--- config.mk ---
export PLATFORM = sky130hd
export DESIGN_NAME = sysctl_cp_regs
export DESIGN_NICKNAME = d
export VERILOG_FILES = /design/src/rtl/sysctl_cp_pkg.sv /design/src/rtl/sysctl_cp_decode.sv /design/src/rtl/sysctl_cp_regfile.sv /design/src/rtl/sysctl_cp_maint.sv /design/src/rtl/sysctl_cp_regs.sv
export SDC_FILE = /design/constraint.sdc
export NUM_CORES = 1
export LEC_CHECK = 0
export BUFFER_PORTS_ARGS = -buffer_cell sky130_fd_sc_hd__buf_2
export CORE_AREA = 2 2 161 163
export DETAILED_ROUTE_END_ITERATION = 6
export DIE_AREA = 0 0 163 165
export GPL_ROUTABILITY_DRIVEN = 1
export PLACE_DENSITY = 0.89
export SKIP_CTS_REPAIR_TIMING = 1
export SKIP_LAST_GASP = 1
export SLEW_MARGIN = 10
export SYNTH_ARGS = -nofsm -noshare
export SYNTH_HDL_FRONTEND = slang
export SYNTH_SLANG_ARGS = --single-unit
--- constraint.sdc ---
create_clock -name clk_i -period 2.1 [get_ports clk_i]
set_input_delay 0.105 -clock clk_i [delete_from_list [all_inputs] [get_ports clk_i]]
set_output_delay 0.105 -clock clk_i [all_outputs]
set_load 0.02 [all_outputs]
--- src/rtl/sysctl_cp_pkg.sv ---
package sysctl_cp_pkg;
  localparam int unsigned XLEN       = 32;
  localparam int unsigned IDX_W      = 4;
  localparam int unsigned OPMAJ_LSB  = 21;
  localparam int unsigned OPMAJ_W    = 3;
  localparam int unsigned PRIM_LSB   = 16;
  localparam int unsigned CORE_LSB   = 12;
  localparam int unsigned OPMIN_LSB  = 5;
  localparam int unsigned OPMIN_W    = 3;
  localparam int unsigned SEC_LSB    = 0;

  localparam logic [IDX_W-1:0] CORE_PC = 4'd15;

  typedef enum logic [3:0] {
    SEL_NONE,
    SEL_ID,
    SEL_CTYPE,
    SEL_CTRL,
    SEL_TBASE,
    SEL_DOMAIN,
    SEL_FSTAT,
    SEL_FADDR,
    SEL_CINV,
    SEL_TALL,
    SEL_TENT,
    SEL_ZERO
  } sel_e;

  typedef struct packed {
    logic             accept;
    logic             undef;
    sel_e             sel;
    logic [IDX_W-1:0] core_idx;
  } dec_t;
endpackage

--- src/rtl/sysctl_cp_decode.sv ---
module sysctl_cp_decode
  import sysctl_cp_pkg::*;
(
  input  logic            valid_i,
  input  logic            write_i,
  input  logic [XLEN-1:0] instr_i,
  output dec_t            dec_o
);
  logic [OPMAJ_W-1:0] op_major;
  logic [OPMIN_W-1:0] op_minor;
  logic [IDX_W-1:0]   prim_reg, sec_reg, core_reg;
  logic               unused_bits;

  assign op_major = instr_i[OPMAJ_LSB +: OPMAJ_W];
  assign prim_reg = instr_i[PRIM_LSB +: IDX_W];
  assign core_reg = instr_i[CORE_LSB +: IDX_W];
  assign op_minor = instr_i[OPMIN_LSB +: OPMIN_W];
  assign sec_reg  = instr_i[SEC_LSB +: IDX_W];
  assign unused_bits = ^{instr_i[31:24], instr_i[20], instr_i[11:8], instr_i[4]};

  sel_e sel;
  logic undef;

  always_comb begin
    sel   = SEL_NONE;
    undef = 1'b0;
    unique case (prim_reg)
      4'd0: begin
        if (op_minor == 3'd0)      sel = SEL_ID;
        else if (op_minor == 3'd1) sel = SEL_CTYPE;
        else                       undef = 1'b1;
      end
      4'd1: sel = SEL_CTRL;
      4'd2: sel = SEL_TBASE;
      4'd3: sel = SEL_DOMAIN;
      4'd5: sel = SEL_FSTAT;
      4'd6: sel = SEL_FADDR;
      4'd7: begin
        if (!write_i)              sel = SEL_ZERO;
        else if (op_minor == 3'd0) sel = SEL_CINV;
      end
      4'd8: begin
        if (!write_i)              sel = SEL_ZERO;
        else if (op_minor == 3'd0) sel = SEL_TALL;
        else if (op_minor == 3'd1) sel = SEL_TENT;
      end
      default: undef = 1'b1;
    endcase
  end

  // writes ignore the secondary field, reads require it zero
  assign dec_o.accept   = valid_i && (op_major == '0) && (core_reg != CORE_PC)
                          && (write_i || (sec_reg == '0));
  assign dec_o.undef    = undef;
  assign dec_o.sel      = undef ? SEL_NONE : sel;
  assign dec_o.core_idx = core_reg;
endmodule

--- src/rtl/sysctl_cp_regfile.sv ---
module sysctl_cp_regfile
  import sysctl_cp_pkg::*;
#(
  parameter logic [XLEN-1:0] ID_RESET    = 32'h1234_0A01,
  parameter logic [XLEN-1:0] CTYPE_RESET = 32'h0012_4050,
  parameter logic [XLEN-1:0] CTRL_RESET  = 32'h0000_0070
) (
  input  logic            clk_i,
  input  logic            rst_ni,
  input  logic            wr_en_i,
  input  sel_e            sel_i,
  input  logic [XLEN-1:0] wdata_i,
  input  logic            fault_valid_i,
  input  logic [XLEN-1:0] fault_status_i,
  input  logic [XLEN-1:0] fault_addr_i,
  output logic [XLEN-1:0] rdata_o,
  output logic [XLEN-1:0] ctrl_o
);
  logic [XLEN-1:0] id_q, ctype_q, ctrl_q, tbase_q, domain_q, fstat_q, faddr_q;

  always_ff @(posedge clk_i or negedge rst_ni) begin
    if (!rst_ni) begin
      id_q     <= ID_RESET;
      ctype_q  <= CTYPE_RESET;
      ctrl_q   <= CTRL_RESET;
      tbase_q  <= '0;
      domain_q <= '0;
      fstat_q  <= '0;
      faddr_q  <= '0;
    end else begin
      if (wr_en_i) begin
        case (sel_i)
          SEL_ID:     id_q     <= wdata_i;
          SEL_CTYPE:  ctype_q  <= wdata_i;
          SEL_CTRL:   ctrl_q   <= wdata_i;
          SEL_TBASE:  tbase_q  <= wdata_i;
          SEL_DOMAIN: domain_q <= wdata_i;
          SEL_FSTAT:  fstat_q  <= wdata_i;
          SEL_FADDR:  faddr_q  <= wdata_i;
          default: ;
        endcase
      end
      // fault path overrides a same-cycle write
      if (fault_valid_i) begin
        fstat_q <= fault_status_i;
        faddr_q <= fault_addr_i;
      end
    end
  end

  always_comb begin
    case (sel_i)
      SEL_ID:     rdata_o = id_q;
      SEL_CTYPE:  rdata_o = ctype_q;
      SEL_CTRL:   rdata_o = ctrl_q;
      SEL_TBASE:  rdata_o = tbase_q;
      SEL_DOMAIN: rdata_o = domain_q;
      SEL_FSTAT:  rdata_o = fstat_q;
      SEL_FADDR:  rdata_o = faddr_q;
      default:    rdata_o = '0;
    endcase
  end

  assign ctrl_o = ctrl_q;


  fault_load_chk: assert property (@(posedge clk_i) disable iff (!rst_ni)
    fault_valid_i |=> (fstat_q == $past(fault_status_i)) && (faddr_q == $past(fault_addr_i)));
endmodule

--- src/rtl/sysctl_cp_maint.sv ---
module sysctl_cp_maint
  import sysctl_cp_pkg::*;
(
  input  logic            clk_i,
  input  logic            rst_ni,
  input  logic            fire_i,
  input  sel_e            sel_i,
  input  logic [XLEN-1:0] wdata_i,
  output logic            cache_inv_all_o,
  output logic            tlb_inv_all_o,
  output logic            tlb_inv_entry_o,
  output logic [XLEN-1:0] tlb_inv_addr_o
);
  always_ff @(posedge clk_i or negedge rst_ni) begin
    if (!rst_ni) begin
      cache_inv_all_o <= 1'b0;
      tlb_inv_all_o   <= 1'b0;
      tlb_inv_entry_o <= 1'b0;
      tlb_inv_addr_o  <= '0;
    end else begin
      cache_inv_all_o <= fire_i && (sel_i == SEL_CINV);
      tlb_inv_all_o   <= fire_i && (sel_i == SEL_TALL);
      tlb_inv_entry_o <= fire_i && (sel_i == SEL_TENT);
      if (fire_i && (sel_i == SEL_TENT)) tlb_inv_addr_o <= wdata_i;
    end
  end


  inv_onehot_chk: assert property (@(posedge clk_i) disable iff (!rst_ni)
    $onehot0({cache_inv_all_o, tlb_inv_all_o, tlb_inv_entry_o}));

  tlb_entry_addr_chk: assert property (@(posedge clk_i) disable iff (!rst_ni)
    tlb_inv_entry_o |-> (tlb_inv_addr_o == $past(wdata_i)));
endmodule

--- src/rtl/sysctl_cp_regs.sv ---
module sysctl_cp_regs
  import sysctl_cp_pkg::*;
#(
  parameter logic [31:0] ID_RESET    = 32'h1234_0A01,
  parameter logic [31:0] CTYPE_RESET = 32'h0012_4050
) (
  input  logic        clk_i,
  input  logic        rst_ni,
  input  logic        xfer_valid_i,
  input  logic        xfer_write_i,
  input  logic [31:0] instr_i,
  input  logic [31:0] core_wdata_i,
  output logic        rd_valid_o,
  output logic [3:0]  rd_dest_o,
  output logic [31:0] rd_data_o,
  output logic        undef_o,
  input  logic        fault_valid_i,
  input  logic [31:0] fault_status_i,
  input  logic [31:0] fault_addr_i,
  output logic        cache_inv_all_o,
  output logic        tlb_inv_all_o,
  output logic        tlb_inv_entry_o,
  output logic [31:0] tlb_inv_addr_o,
  output logic        mmu_en_o,
  output logic        align_chk_en_o,
  output logic        cache_en_o
);
  localparam logic [XLEN-1:0] CTRL_RESET = 32'h0000_0070;

  dec_t            dec;
  logic            wr_fire, rd_fire;
  logic [XLEN-1:0] rdata, ctrl;

  sysctl_cp_decode u_decode (
    .valid_i (xfer_valid_i),
    .write_i (xfer_write_i),
    .instr_i (instr_i),
    .dec_o   (dec)
  );

  assign wr_fire = dec.accept && xfer_write_i && !dec.undef;
  assign rd_fire = dec.accept && !xfer_write_i && !dec.undef;

  sysctl_cp_regfile #(
    .ID_RESET    (ID_RESET),
    .CTYPE_RESET (CTYPE_RESET),
    .CTRL_RESET  (CTRL_RESET)
  ) u_regfile (
    .clk_i          (clk_i),
    .rst_ni         (rst_ni),
    .wr_en_i        (wr_fire),
    .sel_i          (dec.sel),
    .wdata_i        (core_wdata_i),
    .fault_valid_i  (fault_valid_i),
    .fault_status_i (fault_status_i),
    .fault_addr_i   (fault_addr_i),
    .rdata_o        (rdata),
    .ctrl_o         (ctrl)
  );

  sysctl_cp_maint u_maint (
    .clk_i           (clk_i),
    .rst_ni          (rst_ni),
    .fire_i          (wr_fire),
    .sel_i           (dec.sel),
    .wdata_i         (core_wdata_i),
    .cache_inv_all_o (cache_inv_all_o),
    .tlb_inv_all_o   (tlb_inv_all_o),
    .tlb_inv_entry_o (tlb_inv_entry_o),
    .tlb_inv_addr_o  (tlb_inv_addr_o)
  );

  always_ff @(posedge clk_i or negedge rst_ni) begin
    if (!rst_ni) begin
      rd_valid_o <= 1'b0;
      rd_dest_o  <= '0;
      rd_data_o  <= '0;
      undef_o    <= 1'b0;
    end else begin
      rd_valid_o <= rd_fire;
      undef_o    <= dec.accept && dec.undef;
      if (rd_fire) begin
        rd_dest_o <= dec.core_idx;
        rd_data_o <= rdata;
      end
    end
  end


  assign mmu_en_o       = ctrl[0];
  assign align_chk_en_o = ctrl[1];
  assign cache_en_o     = ctrl[2];


  read_sec_ignore_chk: assert property (@(posedge clk_i) disable iff (!rst_ni)
    (xfer_valid_i && !xfer_write_i && (instr_i[3:0] != 4'd0)) |=> !rd_valid_o && !undef_o);

  undef_no_state_chk: assert property (@(posedge clk_i) disable iff (!rst_ni)
    undef_o |-> $stable(ctrl) && !cache_inv_all_o && !tlb_inv_all_o && !tlb_inv_entry_o);

  write_ignore_chk: assert property (@(posedge clk_i) disable iff (!rst_ni)
    (xfer_valid_i && xfer_write_i && ((instr_i[23:21] != 3'd0) || (instr_i[15:12] == 4'd15)))
      |=> $stable(ctrl) && !cache_inv_all_o && !tlb_inv_all_o && !tlb_inv_entry_o && !undef_o);

  rd_origin_chk: assert property (@(posedge clk_i) disable iff (!rst_ni)
    rd_valid_o |-> $past(xfer_valid_i && !xfer_write_i));
endmodule

After elaboration in Yosys (flattened, before gate mapping):

Index checks and enable logic that the tools add are counted.
Widths: inputs -> output; s select.

* input port bits: 133
* flip-flop bits (word level): 297

* muxes and demuxes: 19
* reduce and logical (&&, ||, !) cells: 29
* equality and inequality tests: 19

Operators with widths (number)
* $pmux 32 s7: 1
* $mux 32: 6
* $pmux 4 s8: 1
* $eq 4x3->1 const B: 7
* $mux 4: 7
* $eq 4x2->1 const B: 4
* $eq 4x4->1 const B: 4
* $reduce_and 2->1: 7
* $logic_and 1x1->1: 11
* $eq 4x1->1 const B: 2
* $logic_not 4->1: 2
* $reduce_or 7->1: 1
* $logic_not 3->1: 2
* $reduce_bool 2->1: 3
* $ne 4x4->1 const B: 1
* $eq 3x1->1 const B: 1
* $logic_not 1->1: 2
* $mux 1: 2
* $mux 2: 1
* $pmux 1 s2: 1
* $logic_or 1x1->1: 1

Logic depth before layout (Yosys ltp):

* word-level depth: 10
* gate-level depth with buffers: 7
* mapped depth without buffers: 4

Modules after synthesis:

A second synthesis with hierarchy kept.

* cell total of the unflattened synthesis: 1119
* area, all modules: 14026.0 µm²

Modules (own cells, without submodules)
* sysctl_cp_regfile: cells an instance 930, times used 1, area an instance 10913.0 µm², seq. area each 5625.4 µm²
* sysctl_cp_regs: cells an instance 81, times used 1, area an instance 1566.5 µm², seq. area each 950.9 µm²
* sysctl_cp_maint: cells an instance 74, times used 1, area an instance 1321.3 µm², seq. area each 875.8 µm²
* sysctl_cp_decode: cells an instance 34, times used 1, area an instance 225.2 µm², seq. area each 0.0 µm²

Worst setup path after synthesis:

No wires, ideal clock.

* kind: input port to flip-flop
* start: in instr_i[1]
* end: reg rd_data_o[22]
* data arrival time: 1.837 ns
* library setup time: 0.125 ns
* cell stages on the path: 4
* path buffers: 1
* setup slack: 0.139 ns
* required time: 1.975 ns
* cell sequence: or4_1 a2111oi_4 buf_6 mux2_2

* word-level cells in the longest chain between the ends: 5

Ends and longest elaborated chain
* start: declaration: line sysctl_cp_regs.sv:11 `input logic [31:0] instr_i,`
* $logic_not 4->1: line sysctl_cp_decode.sv:53 `&& (write_i || (sec_reg == '0));`
* $logic_or 1x1->1: line sysctl_cp_decode.sv:53
* $logic_and 1x1->1: line sysctl_cp_decode.sv:53
* $logic_and 1x1->1 (2 in a row): line sysctl_cp_regs.sv:42 `assign rd_fire = dec.accept && !xfer_write_i && !dec.undef;`
* end signal: assignment: line sysctl_cp_regs.sv:84 `rd_data_o <= rdata;`
* end: declaration: line sysctl_cp_regs.sv:15 `output logic [31:0] rd_data_o,`

Every way passes these cells.
A chain may end at the register's enable or synchronous reset.

Worst setup path in the final report:

* start: in instr_i[22]
* end: reg rd_data_o[7]

* word-level cells in the longest chain between the ends: 6

Ends and longest elaborated chain
* $logic_not 3->1: line sysctl_cp_decode.sv:52 `assign dec_o.accept = valid_i && (op_major == '0) && (core_reg != CORE_PC)`
* $logic_and 1x1->1 (2 in a row): line sysctl_cp_decode.sv:52
* $logic_and 1x1->1: line sysctl_cp_decode.sv:53
* $logic_and 1x1->1 (2 in a row): line sysctl_cp_regs.sv:42

Every way passes these cells.

==> impl_metrics.yaml <==
outcome:
  status: "finished, violations left"
  violations: "design-rule violations"
finish:
  syn2layout_area_growth_pct: 30.3
  fin_nets: 1511
  n_antenna_cell: 0
  drive_above_1_share_pct: 41.3
  finish.instance_area_um2: 17700
routing:
  via_per_inst: 6.20
  post_drt_wl_per_cell_um: 23.7
  dr.pass1.iters: 7
  drt_wl_total_um: 41000
  postRouteAntennaNets: 0
  drt_iter0_drc: 1024
  vias: 10747
  drc_errors: 9
global_routing:
  grt_use_met2_pct: 46.2
  grtUsageTotal_pct: 26.0
  grt_pass1_vias: 10452
  grt_pass1_wl_um: 55200
  grt_antenna_before_repair: 0
  use_met3_pct: 3.59
  grt_max_degree: 58
  grtUsageMet1_pct: 32.3
  top_usage_layer: "met2"
  gr-total-overflow: 0
yosys:
  async_flop_share_pct: 100
  netlist_area_um2: 13600
  yosysUniqueCellTypes: 41
  synth_nets: 1183
  netlist_top_cells_area: "dfrtp_1 (52%), mux2_2 (21%), mux2i_1 (4.8%)"
  yosysMostFrequentCell: "dfrtp_1"
  synth_top_area_share_pct: 51.6
  synth_common_cells: "dfrtp_1 (281), mux2_2 (257), nand2_1 (72)"
  synth_edf_count: 0
  synthCells: 1050
  ys_warn_count: 0
  yosys_most_used_dff: "dfrtp_1"
  synth_top_area_cell: "dfrtp_1"
  ys_seq_area_share_pct: 54.7
  avgSynthCellArea_um2: 13.0
  synth_seq_cells: 297
power_and_ir_drop:
  pwr-share-seq_pct: 46.1
  irDropWorstVdd_v: 0.000681
  p_switching_w: 0.00317
  power_density_nw_per_um2: 742
  combPwrFrac_pct: 9.8
  clkPwrFrac_pct: 44.1
  power.leakage_nw: 9.05
  p_int_w: 0.0100
  p_sw_share_pct: 24.0
timing:
  worst_slew_pin_slew_ps: 487
  setup_viol_count_final: 0
  finalWorstPathRequiredPeriod_ps: 2000
  setup_tns_ps: 0
  finClkSkew_ps: 15.6
  fin_crit_sh_pct: 95.0
  maxSlewViolCount: 0
  hold_viol_final: 0
  max_freq_mhz: 501
  slew-limit-headroom_pct: 67.5
job:
  drv_cap: 0
clocking:
  clockBufferDepth: 3
  clk_pin_slew_ps: 60
  cts.sinks: 297
  cts.htree.levels: 1
  cts_tree: "built"
  clock-root-buffer: "clkbuf_16"
  cts_buffers: 31
  clock_latency_ps: 570
min_path:
  hold_class: "in2reg"
critical_path:
  cp_slowest_cell: "dlygate4sd3_1"
  critPathMaxFanout: 11
  cp_top_family: "buffers and inverters"
  cp.arrival_ps: 2440
  path_buf_inv: 3
  cp_cell_sequence: "buf_2, nor4b_4, dlygate4sd3_1, nand2_1, a2111oi_4, buf_4, mux2_2"
  crit_type: "in2reg"
  critical_path_required_ps: 2540
  slowest_delay_ps: 610
  reg2reg_slack_ps: 620
  worstSetupStartpointType: "primary input"
  worstSetupEndpointType: "register"
die:
  std_cell_rows: 58
  die_height_um: 165
  ios: 209
  core_area_um2: 25000
  die-area_um2: 26900
  dieWidth_um: 163
  start_util_pct: 54.4
placed_design:
  globalplace.congestion: 0.869
  hpwl_um: 22200
  placed_cell_area_um2: 15300
  portBuffers: 194
==> stage by stage <==
step	setup WS (ps)	instances	total power [W]	hold slack, ps	utilization (%)
2_1_floorplan	139	1050	0.00661	-191	-
3_3_place_gp	87.7	1541	0.00710	57.5	61.2
3_5_place_dp	62.7	1541	0.00716	58.0	61.2
4_1_cts	629	1599	0.0129	-525	65.5
5_1_grt	-37.2	1733	0.0135	51.3	70.9
6_report	104	1733	0.0132	35.8	70.9
==> cell families after synthesis <==
| logic type | after synthesis | synth area share [%] |
|---|---|---|
| simple gates | 139 | 4.94 |
| buf+inv | 86 | 2.76 |
| flops | 297 | 54.7 |
| mux | 357 | 28.9 |
| compound gates | 171 | 8.66 |
==> flip-flops by register name, summed over array words and instances, names as in the netlist, 32 cells and up <==
signal / count
rd_data_o: 32
u_maint.tlb_inv_addr_o: 32
u_regfile.ctrl_o: 32
u_regfile.ctype_q: 32
u_regfile.domain_q: 32
u_regfile.faddr_q: 32
u_regfile.fstat_q: 32
u_regfile.id_q: 32
u_regfile.tbase_q: 32
==> layer usage <==
metal | vias up | wire length (um)
met2 | 576 | 21000
li1 | 4529 | -
met5 | - | 0
met3 | 170 | 2580
met4 | 0 | 1960
met1 | 5472 | 15500
==> worst register-to-register path, delay by kind of cell (launching register included) <==
| family | cells | cell delay [ps] |
|---|---|---|
| muxes | 2 | 580 |
| AOI/OAI and AO/OA | 2 | 380 |
| DFF | 1 | 400 |
==> path summary, 6_finish.rpt <==
| path | startpoint | end | cells after the start |
|---|---|---|---|
| max | instr_i[22] | rd_data_o[7]$_DFFE_PN0P_ | 7 |
| min | fault_valid_i | u_regfile.faddr_q[2]$_DFFE_PN0P_ | 3 |
| max reg2reg | u_regfile.domain_q[15]$_DFFE_PN0P_ | rd_data_o[15]$_DFFE_PN0P_ | 4 |
| min reg2reg | u_maint.tlb_inv_addr_o[7]$_DFFE_PN0P_ | u_maint.tlb_inv_addr_o[7]$_DFFE_PN0P_ | 1 |
| max in group asynchronous | rst_ni | u_regfile.id_q[25]$_DFFE_PN1P_ | 3 |
| min in group asynchronous | rst_ni | rd_dest_o[3]$_DFFE_PN0P_ | 2 |
==> cells in the final DEF, fill, tap and decap left out, types with 2 or more instances in the layout <==
cell and n:
a22oi_1 61, a32oi_1 2, and2_1 2, buf_12 19, buf_2 192, buf_4 31
bufinv_16 4, clkbuf_1 8, clkbuf_16 31, clkbuf_8 7, clkinv_2 4, dfrtp_1 281
dfstp_2 16, dlygate4sd3_1 134, inv_1 4, mux2_1 35, mux2_2 257, mux2i_1 65
nand2_1 72, nand3_1 33, nand3b_1 2, nand4_1 4, nor2_4 3, nor2b_1 4
nor2b_4 2, nor3_1 3, nor4bb_1 2, o21ai_0 67, o21bai_1 2, o221ai_1 31
==> final cells by class <==
cell class                 count  area [um^2]
clock buffer                  46          902
clock inverter                12          181
fill                        1512         7290
inverter                       4         15.0
multi-input combinational    667         5860
sequential                   297         7450
tap                          330          413
timing repair buffer         377         2930
==> power by group through the flow <==
stage,Combinational [W],Clock (W),Sequential [W]
after floorplan,0.000472,0,0.00614
after global placement,0.000965,0,0.00614
after detailed placement,0.00101,0,0.00616
after CTS,0.00102,0.00580,0.00606
after global routing,0.00139,0.00606,0.00609
final,0.00129,0.00581,0.00608
(Power assumes the default switching activity.)
